[src/rtl/wdg_pkg.sv]
package wdg_pkg;

   // Reason a reset request is raised in a given cycle (priority: load first)
   typedef enum logic [1:0] {
      WDG_EV_NONE   = 2'd0,
      WDG_EV_EXPIRE = 2'd1,
      WDG_EV_EARLY  = 2'd2,
      WDG_EV_LOWVAL = 2'd3
   } wdg_ev_e;

endpackage

[src/rtl/wdg_prescaler.sv]
module wdg_prescaler #(
   parameter int BASE_DIV = 4096,
   parameter int SEL_W    = 2
) (
   input  logic             clk,
   input  logic             rst_n,
   input  logic             restart,
   input  logic [SEL_W-1:0] sel,
   output logic             tick
);
   localparam int MAX_SH = (1 << SEL_W) - 1;
   localparam int PCNT_W = $clog2(BASE_DIV << MAX_SH);
   localparam int LIM_W  = PCNT_W + 1;

   generate
      if (BASE_DIV < 2) begin : g_bad_base
         $error("wdg_prescaler: BASE_DIV must be at least 2");
      end
   endgenerate

   logic [PCNT_W-1:0] pcnt;
   logic [LIM_W-1:0]  limit;
   logic              at_end;

   assign limit  = LIM_W'(BASE_DIV) << sel;
   assign at_end = ({1'b0, pcnt} == (limit - LIM_W'(1)));
   assign tick   = at_end && !restart;

   always_ff @(posedge clk or negedge rst_n) begin
      if (!rst_n)                pcnt <= '0;
      else if (restart || at_end) pcnt <= '0;
      else                       pcnt <= pcnt + PCNT_W'(1);
   end

   // a tick is always followed by at least one quiet cycle
   a_r2_tick_spacing: assert property (@(posedge clk) disable iff (!rst_n)
      tick |=> !tick);

endmodule

[src/rtl/wdg_count_core.sv]
module wdg_count_core
   import wdg_pkg::*;
#(
   parameter int CNT_W = 7
) (
   input  logic             clk,
   input  logic             rst_n,
   input  logic             tick,
   input  logic             load,
   input  logic [CNT_W-1:0] load_val,
   input  logic [CNT_W-1:0] window,
   input  logic             armed_now,
   output logic [CNT_W-1:0] cnt,
   output logic             warn_hit,
   output logic             rst_req
);
   localparam logic [CNT_W-1:0] THR  = {1'b1, {(CNT_W-1){1'b0}}};
   localparam logic [CNT_W-1:0] WARN = THR + CNT_W'(1);

   generate
      if (CNT_W < 3) begin : g_bad_width
         $error("wdg_count_core: CNT_W must be at least 3");
      end
   endgenerate

   logic    step;
   wdg_ev_e cause;

   assign step     = tick && !load;
   assign warn_hit = step && (cnt == WARN);

   always_comb begin
      cause = WDG_EV_NONE;
      if (load && !load_val[CNT_W-1]) cause = WDG_EV_LOWVAL;
      else if (load && (cnt > window)) cause = WDG_EV_EARLY;
      else if (step && (cnt == THR))   cause = WDG_EV_EXPIRE;
   end

   always_ff @(posedge clk or negedge rst_n) begin
      if (!rst_n) begin
         cnt     <= '1;
         rst_req <= 1'b0;
      end else begin
         if (load)      cnt <= load_val;
         else if (step) cnt <= cnt - CNT_W'(1);
         rst_req <= armed_now && (cause != WDG_EV_NONE) && !rst_req;
      end
   end

   // counter holds when neither a tick nor a load happens
   a_r2_hold_between_ticks: assert property (@(posedge clk) disable iff (!rst_n)
      (!tick && !load) |=> $stable(cnt));
   // a tick without a load takes exactly one step
   a_r2_one_step: assert property (@(posedge clk) disable iff (!rst_n)
      (tick && !load) |=> (cnt == $past(cnt) - CNT_W'(1)));
   // requests are single-cycle
   a_r11_single_pulse: assert property (@(posedge clk) disable iff (!rst_n)
      rst_req |=> !rst_req);

endmodule

[src/rtl/wdg_warn_flag.sv]
module wdg_warn_flag (
   input  logic clk,
   input  logic rst_n,
   input  logic warn_hit,
   input  logic clr_we,
   input  logic clr_data,
   input  logic en_we,
   input  logic en_data,
   output logic flag,
   output logic irq_en,
   output logic irq
);
   always_ff @(posedge clk or negedge rst_n) begin
      if (!rst_n) begin
         flag   <= 1'b0;
         irq_en <= 1'b0;
      end else begin
         if (warn_hit)                flag <= 1'b1;
         else if (clr_we && !clr_data) flag <= 1'b0;
         if (en_we && en_data) irq_en <= 1'b1;
      end
   end

   assign irq = flag && irq_en;

   // interrupt enable never falls once set
   a_r10_enable_sticky: assert property (@(posedge clk) disable iff (!rst_n)
      irq_en |=> irq_en);
   // flag only rises from a threshold hit
   a_r9_flag_rise_cause: assert property (@(posedge clk) disable iff (!rst_n)
      $rose(flag) |-> $past(warn_hit));

endmodule

[src/rtl/wdg_window_top.sv]
module wdg_window_top #(
   parameter int CNT_W    = 7,
   parameter int SEL_W    = 2,
   parameter int BASE_DIV = 4096
) (
   input  logic                   clk,
   input  logic                   rst_n,
   input  logic                   ctl_we,
   input  logic [CNT_W:0]         ctl_wdata,
   input  logic                   cfg_we,
   input  logic [CNT_W+SEL_W:0]   cfg_wdata,
   input  logic                   sts_we,
   input  logic                   sts_wdata,
   output logic [CNT_W:0]         ctl_rdata,
   output logic [CNT_W+SEL_W:0]   cfg_rdata,
   output logic                   sts_rdata,
   output logic                   irq,
   output logic                   rst_req
);
   localparam int ARM_BIT = CNT_W;
   localparam int SEL_LO  = CNT_W;
   localparam int IEN_BIT = CNT_W + SEL_W;
   localparam logic [CNT_W-1:0] THR = {1'b1, {(CNT_W-1){1'b0}}};

   generate
      if (SEL_W < 1 || SEL_W > 3) begin : g_bad_sel
         $error("wdg_window_top: SEL_W must be 1 to 3");
      end
   endgenerate

   logic             armed;
   logic             armed_now;
   logic [CNT_W-1:0] window;
   logic [SEL_W-1:0] sel;
   logic [CNT_W-1:0] cnt;
   logic             tick;
   logic             warn_hit;
   logic             flag;
   logic             irq_en;

   always_ff @(posedge clk or negedge rst_n) begin
      if (!rst_n) begin
         armed  <= 1'b0;
         window <= '1;
         sel    <= '0;
      end else begin
         if (ctl_we && ctl_wdata[ARM_BIT]) armed <= 1'b1;
         if (cfg_we) begin
            window <= cfg_wdata[CNT_W-1:0];
            sel    <= cfg_wdata[SEL_LO +: SEL_W];
         end
      end
   end

   assign armed_now = armed || (ctl_we && ctl_wdata[ARM_BIT]);

   wdg_prescaler #(.BASE_DIV(BASE_DIV), .SEL_W(SEL_W)) u_pre (
      .clk(clk), .rst_n(rst_n), .restart(ctl_we), .sel(sel), .tick(tick));

   wdg_count_core #(.CNT_W(CNT_W)) u_core (
      .clk(clk), .rst_n(rst_n), .tick(tick), .load(ctl_we),
      .load_val(ctl_wdata[CNT_W-1:0]), .window(window), .armed_now(armed_now),
      .cnt(cnt), .warn_hit(warn_hit), .rst_req(rst_req));

   wdg_warn_flag u_flag (
      .clk(clk), .rst_n(rst_n), .warn_hit(warn_hit),
      .clr_we(sts_we), .clr_data(sts_wdata),
      .en_we(cfg_we), .en_data(cfg_wdata[IEN_BIT]),
      .flag(flag), .irq_en(irq_en), .irq(irq));

   assign ctl_rdata = {armed, cnt};
   assign cfg_rdata = {irq_en, sel, window};
   assign sts_rdata = flag;

   // arm bit is sticky
   a_r4_arm_sticky: assert property (@(posedge clk) disable iff (!rst_n)
      armed |=> armed);
   // no request unless armed
   a_r3_req_only_armed: assert property (@(posedge clk) disable iff (!rst_n)
      rst_req |-> armed);
   // flag rises only with the counter at the threshold
   a_r8_flag_at_threshold: assert property (@(posedge clk) disable iff (!rst_n)
      $rose(flag) |-> (cnt == THR));

endmodule

[config.mk]
export PLATFORM = sky130hd
export DESIGN_NAME = wdg_window_top
export DESIGN_NICKNAME = d
export VERILOG_FILES = /design/src/rtl/wdg_pkg.sv /design/src/rtl/wdg_prescaler.sv /design/src/rtl/wdg_count_core.sv /design/src/rtl/wdg_warn_flag.sv /design/src/rtl/wdg_window_top.sv
export SDC_FILE = /design/constraint.sdc
export NUM_CORES = 1
export LEC_CHECK = 0
export ABC_AREA = 1
export BUFFER_PORTS_ARGS = -buffer_cell sky130_fd_sc_hd__buf_2
export CELL_PAD_IN_SITES_DETAIL_PLACEMENT = 0
export CELL_PAD_IN_SITES_GLOBAL_PLACEMENT = 1
export CORE_MARGIN = 5
export CORE_UTILIZATION = 43
export CTS_CLUSTER_SIZE = 8
export DETAILED_ROUTE_END_ITERATION = 7
export PLACE_DENSITY = 0.88
export SYNTH_ARGS = -nofsm -noshare
export SYNTH_HDL_FRONTEND = slang
export SYNTH_HIERARCHICAL = 1
export SYNTH_SLANG_ARGS = --single-unit
[constraint.sdc]
create_clock -name clk -period 3.4 [get_ports clk]
set_input_delay 0.34 -clock clk [delete_from_list [all_inputs] [get_ports clk]]
set_output_delay 0.34 -clock clk [all_outputs]
set_load 0.01 [all_outputs]
==> implementation parameters, run 1 <==
Parameter                              Value

Status
  Run status ... finished clean

Synthesis
  Synthesized area ... 2100 um2
  Post-synthesis sequential area ratio ... approximately 43%
  Number of enable-type register cells in the synthesized netlist ... 0
  Net count after synthesis ... roughly 300
  Number of unique standard cell types used by synthesis ... 29
  Top_reg_cell synth ... sky130_fd_sc_hd__dfrtp_1
  Mean area per synthesized cell ... roughly 7.9 um2
  Number of standard cells after synthesis ... 264
  Count of warnings emitted by yosys ... 6
  Number of storage elements in the synthesis netlist ... 35
  Proportion of register bits with asynchronous set or reset after synthesis ... 100%

Clock network
  Post-CTS Hold Buffers ... 0
  Cell chosen for the clock root ... sky130_fd_sc_hd__clkbuf_8
  H-tree level count ... 2
  CTS clock-pin slew for the worst setup and hold paths ... 0.07 ns
  Maximum buffer depth of the clock tree ... 2
  Count of cells resized by post-cts repair ... 0
  Latest clock arrival within the worst-skew pair ... between 0.2 and 0.3 ns
  Cts bufs inserted ... 5
  TritonCTS clock tree ... done
  Clock sink total ... 35
  Number of buffers inserted to repair setup after CTS ... 0

Drt
  DRC errors left ... 0
  Count of nets left with antenna violations after detail routing ... 0
  Router iterations before antenna repair ... 4
  Average detailed-routed wire length per instance ... approximately 11 um
  Starting DRC count in detailed routing ... a little under 90
  Final Routed Wirelength ... 4340 um
  Vias ... 1,720
  Average via count per standard cell ... between 4 and 5

STA
  Transition time of the tightest slew-check pin ... a little under 0.8 ns
  Worst-case hold slack ... 0.135 ns
  Tmin final ... 1.79 ns
  Clock skew after layout ... 0.00478 ns
  Max Clock Freq ... 557 MHz
  Summed negative setup slack over all endpoints ... 0 ns
  Final Max Tran Viols ... 0
  RSZ-0062 raised after global routing ... no
  Number of setup violations in the final report ... 0
  Final worst-path cycle share ... 52.8%
  Number of hold violations in the final report ... 0
  Relative max-transition margin ... 47.2%

Job
  Reported max-cap violation count ... 0

Setup path
  Capturing element type of the critical path ... flop
  Minimum setup slack among reg-to-reg paths ... 1.61 ns
  Req. time, crit path ... 3.62 ns
  Cell depth of the worst flop-to-flop path ... 11
  Category of the most critical setup path ... reg -> reg
  Setup crit start ... u_pre/pcnt[0]
  Startpoint of the most critical register-to-register path ... u_pre/pcnt[0]
  Kind of launch point of the worst setup path ... flop
  Capturing point of the worst reg2reg path ... u_core/cnt[4]
  Data arrival time of the worst path ... approximately 2 ns
  Largest driver fanout on the critical path ... 5
  Destination of the critical timing path ... u_core/cnt[4]

Floorplanning
  Area of the core ... 4720 um2
  Initial Utilization ... 44.4%
  Die ar. ... 6370 um2
  Boundary Pins ... 45
  Die width ... 79.8 um
  Standard-cell rows ... 25
  Die span in y ... 79.8 um

Global route
  Via count of the first global-routing pass ... ~1,600
  Global-route wire length before repair ... 7350 um
  Total track usage ... 14.7%
  Total global routing overflow ... 0
  Antenna violations before repair ... 0
  Largest net degree at the start of global routing ... 36

Layout
  Most frequent cells in the layout ... sky130_fd_sc_hd__nand2_1, sky130_fd_sc_hd__buf_2, sky130_fd_sc_hd__inv_1
  Leading cell type in the layout, fill and taps excluded ... sky130_fd_sc_hd__nand2_1
  Antenna cell count ... 0
  Area added between synthesis and finish ... 16.0%
  Non-Filler Instances ... 378
  Post-layout net count ... approximately 350
  Fraction of layout instances using a drive strength above 1 ... 29.9%

Placed design
  Cell count after placement ... 370
  Buffers added on ports ... 44
  Estimated wirelength of the detail-placed design ... about 3300 um
  Final RePlAce weighted congestion ... 0.800

Pwr
  Logic pwr share ... 17.6%
  Pwr Total ... 933 uW
  Worst IR drop on VDD ... roughly 190 uV
  Register share of total power ... 51.1%
  Fraction of power spent switching nets ... 29.4%
  Internal ... 659 uW
  Cell Pwr Density ... about 380 nW/um2
  Net load switching power ... 274 uW
  Total leakage power ... 0.00121 uW
  Relative contribution of the clock network to total power ... a little under a third

Hold path
  Worst min-delay path category ... in -> async
-- worst max-delay path, cell delays in order, from the launching register on --
cell and delay [ns]:
sky130_fd_sc_hd__dfrtp_1 0.37, sky130_fd_sc_hd__ha_1 0.22, sky130_fd_sc_hd__nand3_2 0.11, sky130_fd_sc_hd__nor2_4 0.14, sky130_fd_sc_hd__nand2_2 0.08, sky130_fd_sc_hd__nor2_2 0.09
sky130_fd_sc_hd__nand2_2 0.08, sky130_fd_sc_hd__nor2_1 0.15, sky130_fd_sc_hd__or2_4 0.18, sky130_fd_sc_hd__clkinv_2 0.08, sky130_fd_sc_hd__a22oi_1 0.14, sky130_fd_sc_hd__nand2_1 0.08
-- power groups by stage --
stage	clock network, uW	registers (uW)	logic [uW]
4_1_cts	304	478	168
3_3_place_gp	0	485	163
3_5_place_dp	0	484	167
2_1_floorplan	0	489	99.2
6_report	292	477	164
5_1_grt	321	481	189
-- Yosys cell counts (all sizes together) (3+ instances only) --
library cell	n	area, um2
nor2	37	189
inv	33	124
nand4	3	18.8
ha	11	138
xor2	8	70.1
nand2	97	379
xnor2	6	52.6
buf	5	52.5
dfrtp	21	526
nand3	12	65.1
a21oi	5	25.0
dfstp	14	368
-- metrics by stage --
step | setup WS (ns) | instance area [um2] | util [%]
after floorplan | 1.74 | 2100 | -
after global placement | 1.66 | 2350 | 49.7
after detailed placement | 1.58 | 2350 | 49.7
after CTS | 1.57 | 2430 | 51.5
after global routing | 1.42 | 2430 | 51.5
final | 1.61 | 2430 | 51.5
-- worst min path at each step --
stage,start,to,depth (start not counted)
floorplan,rst_n,armed,0
global placement,u_pre/pcnt[0],u_pre/pcnt[0],1
detailed placement,u_pre/pcnt[0],u_pre/pcnt[0],1
CTS,rst_n,u_flag/irq_en,1
global route,rst_n,u_flag/irq_en,1
finish,rst_n,u_flag/irq_en,1
-- final cells by class --
cell class / instances / area (um2)
fill: 465 / 2290
multi-input combinational: 190 / 1020
sequential: 35 / 893
timing repair buffer: 44 / 220
inverter: 34 / 129
tap: 67 / 83.8
clock buffer: 5 / 68.8
clock inverter: 3 / 15.0
-- logic make-up after synthesis --
family | Yosys count | share of synthesized area [%]
AO/OA/AOI/OAI | 14 | 4.59
XOR/XNOR | 14 | 5.85
adder cells (fa/ha/maj) | 11 | 6.56
buffers and inverters | 39 | 8.65
flip-flops | 35 | 42.6
AND/OR/NAND/NOR | 151 | 31.7
-- state kept, by name, indices dropped and copies added, names as in the netlist --
register,cells
window,7
sel,2
u_core/rst_req,1
u_core/cnt,7
u_pre/pcnt,15
u_flag/irq_en,1
u_flag/flag,1
armed,1
-- layer usage --
| metal | share of wire [%] | vias up | track usage, % |
|---|---|---|---|
| met1 | 44 | 779 | 17.1 |
| li1 | - | 903 | - |
| met3 | 5.4 | 5 | 4.29 |
| met5 | 0 | - | 0 |
| met2 | 49 | 33 | 26.0 |
| met4 | 1.2 | 0 | 4.56 |
Note: power is estimated with default switching activity, not from simulation.
==> run 2: changes to the inputs <==
- ABC_AREA: 1 -> 0
- CORE_UTILIZATION: 43 -> 37
- PLACE_DENSITY: 0.88 -> 0.78
- clock period: 3.4 -> 1.5 ns (I/O delays scaled with it)
==> implementation parameters, run 2 <==
Parameter                              Value

Status
  Run status ... finished, violations left (was finished clean)
  Violated checks ... negative setup slack

Synthesis
  Top area cells in the synthesized netlist ... sky130_fd_sc_hd__dfrtp_1, sky130_fd_sc_hd__dfstp_2, sky130_fd_sc_hd__ha_1, sky130_fd_sc_hd__mux2_4, sky130_fd_sc_hd__xnor2_1 (was sky130_fd_sc_hd__dfrtp_1, sky130_fd_sc_hd__dfstp_2, sky130_fd_sc_hd__nand2_1, sky130_fd_sc_hd__ha_1, sky130_fd_sc_hd__inv_1)
  Synthesized area ... 1920 um2 (was 2100 um2)
  Mean area per synthesized cell ... 10.5 um2 (was 7.94 um2)
  Number of enable-type register cells in the synthesized netlist ... 0 (unchanged)
  Share of Yosys cell area claimed by the top area cell type ... 27.4% (was 25.1%)
  Proportion of register bits with asynchronous set or reset after synthesis ... 100% (unchanged)
  Top_reg_cell synth ... sky130_fd_sc_hd__dfrtp_1 (unchanged)
  Number of standard cells after synthesis ... 182 (was 264)
  Number of unique standard cell types used by synthesis ... 36 (was 29)
  Net count after synthesis ... 217 (was 299)
  Biggest area consumer among synthesized cells ... sky130_fd_sc_hd__dfrtp_1 (unchanged)
  Post-synthesis sequential area ratio ... 46.5% (was 42.6%)
  Most frequent cells after synthesis ... sky130_fd_sc_hd__dfrtp_1, sky130_fd_sc_hd__nor3_1, sky130_fd_sc_hd__xnor2_1, sky130_fd_sc_hd__dfstp_2, sky130_fd_sc_hd__nand2_1 (was sky130_fd_sc_hd__nand2_1, sky130_fd_sc_hd__inv_1, sky130_fd_sc_hd__dfrtp_1, sky130_fd_sc_hd__nor2_1)
  Count of warnings emitted by yosys ... 6 (unchanged)
  Number of storage elements in the synthesis netlist ... 35 (unchanged)
  Most common cell in the netlist ... sky130_fd_sc_hd__dfrtp_1 (was sky130_fd_sc_hd__nand2_1)

Setup path
  Destination of the critical timing path ... u_core/cnt[3] (was u_core/cnt[4])
  Capturing element type of the critical path ... flop (unchanged)
  Startpoint of the most critical register-to-register path ... u_pre/pcnt[0] (unchanged)
  Capturing point of the worst reg2reg path ... u_core/cnt[3] (was u_core/cnt[4])
  Setup crit start ... u_pre/pcnt[0] (unchanged)
  Data arrival time of the worst path ... 2.57 ns (was 2.01 ns)
  Slowest stage cell, crit path ... sky130_fd_sc_hd__or4_4 (was sky130_fd_sc_hd__dfrtp_1)
  Worst-path cell chain ... ha_2 -> nand2_2 -> or4_4 -> a21oi_4 -> nor2b_4 -> or3b_4 -> buf_4 -> nor2_4 -> xnor2_1 -> o21ai_1 (was ha_1 -> nand3_2 -> nor2_4 -> nand2_2 -> nor2_2 -> nand2_2 -> nor2_1 -> or2_4 -> clkinv_2 -> a22oi_1 -> nand2_1)
  Category of the most critical setup path ... reg -> reg (unchanged)
  Kind of launch point of the worst setup path ... flop (unchanged)
  Delay contributed by the slowest stage of the critical path ... 0.54 ns (was 0.37 ns)
  Largest driver fanout on the critical path ... 2 (was 5)
  Req. time, crit path ... 1.71 ns (was 3.62 ns)
  Minimum setup slack among reg-to-reg paths ... -0.86 ns (was 1.61 ns)
  Cell depth of the worst flop-to-flop path ... 10 (was 11)

Global route
  Global-route wire length before repair ... 7740 um (was 7350 um)
  Antenna violations before repair ... 0 (unchanged)
  Largest net degree at the start of global routing ... 36 (unchanged)
  Total global routing overflow ... 0 (unchanged)
  Via count of the first global-routing pass ... 1,768 (was 1,630)
  Total track usage ... 15.1% (was 14.7%)

Layout
  Post-layout util ... 55.5% (was 51.5%)
  Non-Filler Instances ... 352 (was 378)
  Antenna cell count ... 0 (unchanged)
  Register with the most flip-flops ... u_pre/pcnt (unchanged)
  Number of flip-flops under the largest register name ... 15 (unchanged)
  Post-layout net count ... 316 (was 345)
  Leading cell type in the layout, fill and taps excluded ... sky130_fd_sc_hd__buf_4 (was sky130_fd_sc_hd__nand2_1)
  Fraction of layout instances using a drive strength above 1 ... 52.5% (was 29.9%)
  Area added between synthesis and finish ... 46.7% (was 16.0%)
  Most frequent cells in the layout ... sky130_fd_sc_hd__buf_4, sky130_fd_sc_hd__buf_2, sky130_fd_sc_hd__dfrtp_1 (was sky130_fd_sc_hd__nand2_1, sky130_fd_sc_hd__buf_2, sky130_fd_sc_hd__inv_1)
  Largest regs ... u_pre/pcnt (15), u_core/cnt (7), window (7) (unchanged)

Drt
  Final Routed Wirelength ... 4580 um (was 4340 um)
  Count of nets left with antenna violations after detail routing ... 0 (unchanged)
  Average detailed-routed wire length per instance ... 13.0 um (was 11.5 um)
  Vias ... 1,640 (was 1,720)
  DRC errors left ... 0 (unchanged)
  Average via count per standard cell ... 4.66 (was 4.55)
  Starting DRC count in detailed routing ... 46 (was 89)
  Router iterations before antenna repair ... 4 (unchanged)

Pwr
  Cell Pwr Density ... 805 nW/um2 (was 384 nW/um2)
  Pwr Total ... 2270 uW (was 933 uW)
  Worst IR drop on VDD ... 444 uV (was 191 uV)
  Total leakage power ... 0.00132 uW (was 0.00121 uW)

STA
  Clock skew after layout ... 0.00597 ns (was 0.00478 ns)
  RSZ-0062 raised after global routing ... yes (was no)
  Tmin final ... 2.36 ns (was 1.79 ns)
  Final worst-path cycle share ... 157% (was 52.8%)
  Number of setup violations in the final report ... 19 (was 0)
  Relative max-transition margin ... 72.7% (was 47.2%)
  Slack of the critical path ... -0.860 ns (was 1.61 ns)
  Number of hold violations in the final report ... 0 (unchanged)
  Transition time of the tightest slew-check pin ... 0.399 ns (was 0.792 ns)
  Max Clock Freq ... 424 MHz (was 557 MHz)
  Final Max Tran Viols ... 0 (unchanged)

Clock network
  Latest clock arrival within the worst-skew pair ... 0.29 ns (about the same)
  Cell chosen for the clock root ... sky130_fd_sc_hd__clkbuf_8 (unchanged)
  CTS clock-pin slew for the worst setup and hold paths ... 0.06 ns (was 0.07 ns)
  Clock sink total ... 35 (unchanged)
  Cts bufs inserted ... 5 (unchanged)
  Maximum buffer depth of the clock tree ... 2 (unchanged)
  TritonCTS clock tree ... done (unchanged)
  H-tree level count ... 2 (unchanged)

Placed design
  Cell count after placement ... 331 (was 370)
  Worst slack after detailed placement ... -0.796 ns (was 1.58 ns)
  Final RePlAce weighted congestion ... 0.776 (was 0.800)
  Buffers added on ports ... 44 (unchanged)
  Estimated wirelength of the detail-placed design ... 3220 um (was 3300 um)

Hold path
  Worst min-delay path category ... in -> reg (was in -> async)

Floorplanning
  Boundary Pins ... 45 (unchanged)
  Die span in y ... 82.0 um (was 79.8 um)
  Die ar. ... 6730 um2 (was 6370 um2)
  Standard-cell rows ... 26 (was 25)
  Area of the core ... 5070 um2 (was 4720 um2)
  Die width ... 82.0 um (was 79.8 um)
  Initial Utilization ... 37.8% (was 44.4%)

Job
  Reported max-cap violation count ... 0 (unchanged)
## run 2: cell count changes after synthesis, sizes merged, moves of 4 or more
cell   before  now
nor4        0    4
nand2      97   13
inv        33   12
mux2        0    9
nor2       37   10
o21ai       1    9
nor3        1   16
xnor2       6   15
xor2        8    4
nand3      12    6
## run 2: worst min path at each step
stage,slack [ns],startpoint,depth (start not counted),endpoint
after floorplan,-0.15,rst_n,0,armed
after global placement,0.12,rst_n,2,sel[0]
after detailed placement,0.13,rst_n,2,sel[0]
after global routing,0.07,cfg_wdata[9],2,u_flag/irq_en
final,0.06,ctl_wdata[5],3,u_core/cnt[5]
after CTS,0.05,ctl_wdata[5],3,u_core/cnt[5]
## run 2: per-layer routing
layer / track usage [%] / part of all wire (%)
met1: 18.3 / 43
met2: 25.8 / 51
met3: 3.18 / 4.2
met4: 6.64 / 1.7
met5: 0 / 0
## run 2: stage by stage
stage          TNS [ns]  hold WS [ns]  area [um2]
3_5_place_dp      -6.62         0.125        2550
5_1_grt          -13.27        0.0722        2820
4_1_cts           -8.28        0.0477        2740
6_report         -12.11        0.0579        2820
2_1_floorplan     -6.36        -0.146        1970
3_3_place_gp      -5.79         0.125        2550
## run 2: critical path, delay by kind of cell (launching register included)
| family | cells | cell delay (ns) |
|---|---|---|
| DFF | 1 | 0.35 |
| xor gates and xnor gates | 1 | 0.12 |
| adders and majority gates | 1 | 0.19 |
| buffers and inverters | 1 | 0.16 |
| AOI/OAI and AO/OA | 2 | 0.23 |
| and+or+nand+nor | 5 | 1.24 |
## run 2: cell type report
class / instances / area, um2
clock buffer: 8 / 100
sequential: 35 / 893
fill: 459 / 2260
inverter: 12 / 45.0
multi-input combinational: 128 / 1020
timing repair buffer: 99 / 674
tap: 70 / 87.6
## run 2: logic make-up (layout without fill, tap and decap cells)
| family | count (synthesis) | after routing | share of synthesized area (%) |
|---|---|---|---|
| AND/OR/NAND/NOR | 67 | 67 | 18.8 |
| flip-flops | 35 | 35 | 46.5 |
| AO/OA/AOI/OAI | 22 | 22 | 6.85 |
| XOR/XNOR | 19 | 19 | 8.67 |
| buffers and inverters | 19 | 119 | 4.89 |
| adder cells (fa/ha/maj) | 11 | 11 | 7.17 |
| multiplexers | 9 | 9 | 7.04 |
## run 2: repair_timing
action,CTS,global route
buffers inserted,4,7
hold buffers,1,0
endpoints found under the setup margin,19,19
pin swaps,2,1
gates cloned,1,0
hold endpoints to repair,21,0
resized for setup,11,8
## run 2: power by group
| group | switching (uW) | internal, uW |
|---|---|---|
| Clock | 331 | 419 |
| Sequential | 34.5 | 1020 |
| Combinational | 219 | 239 |
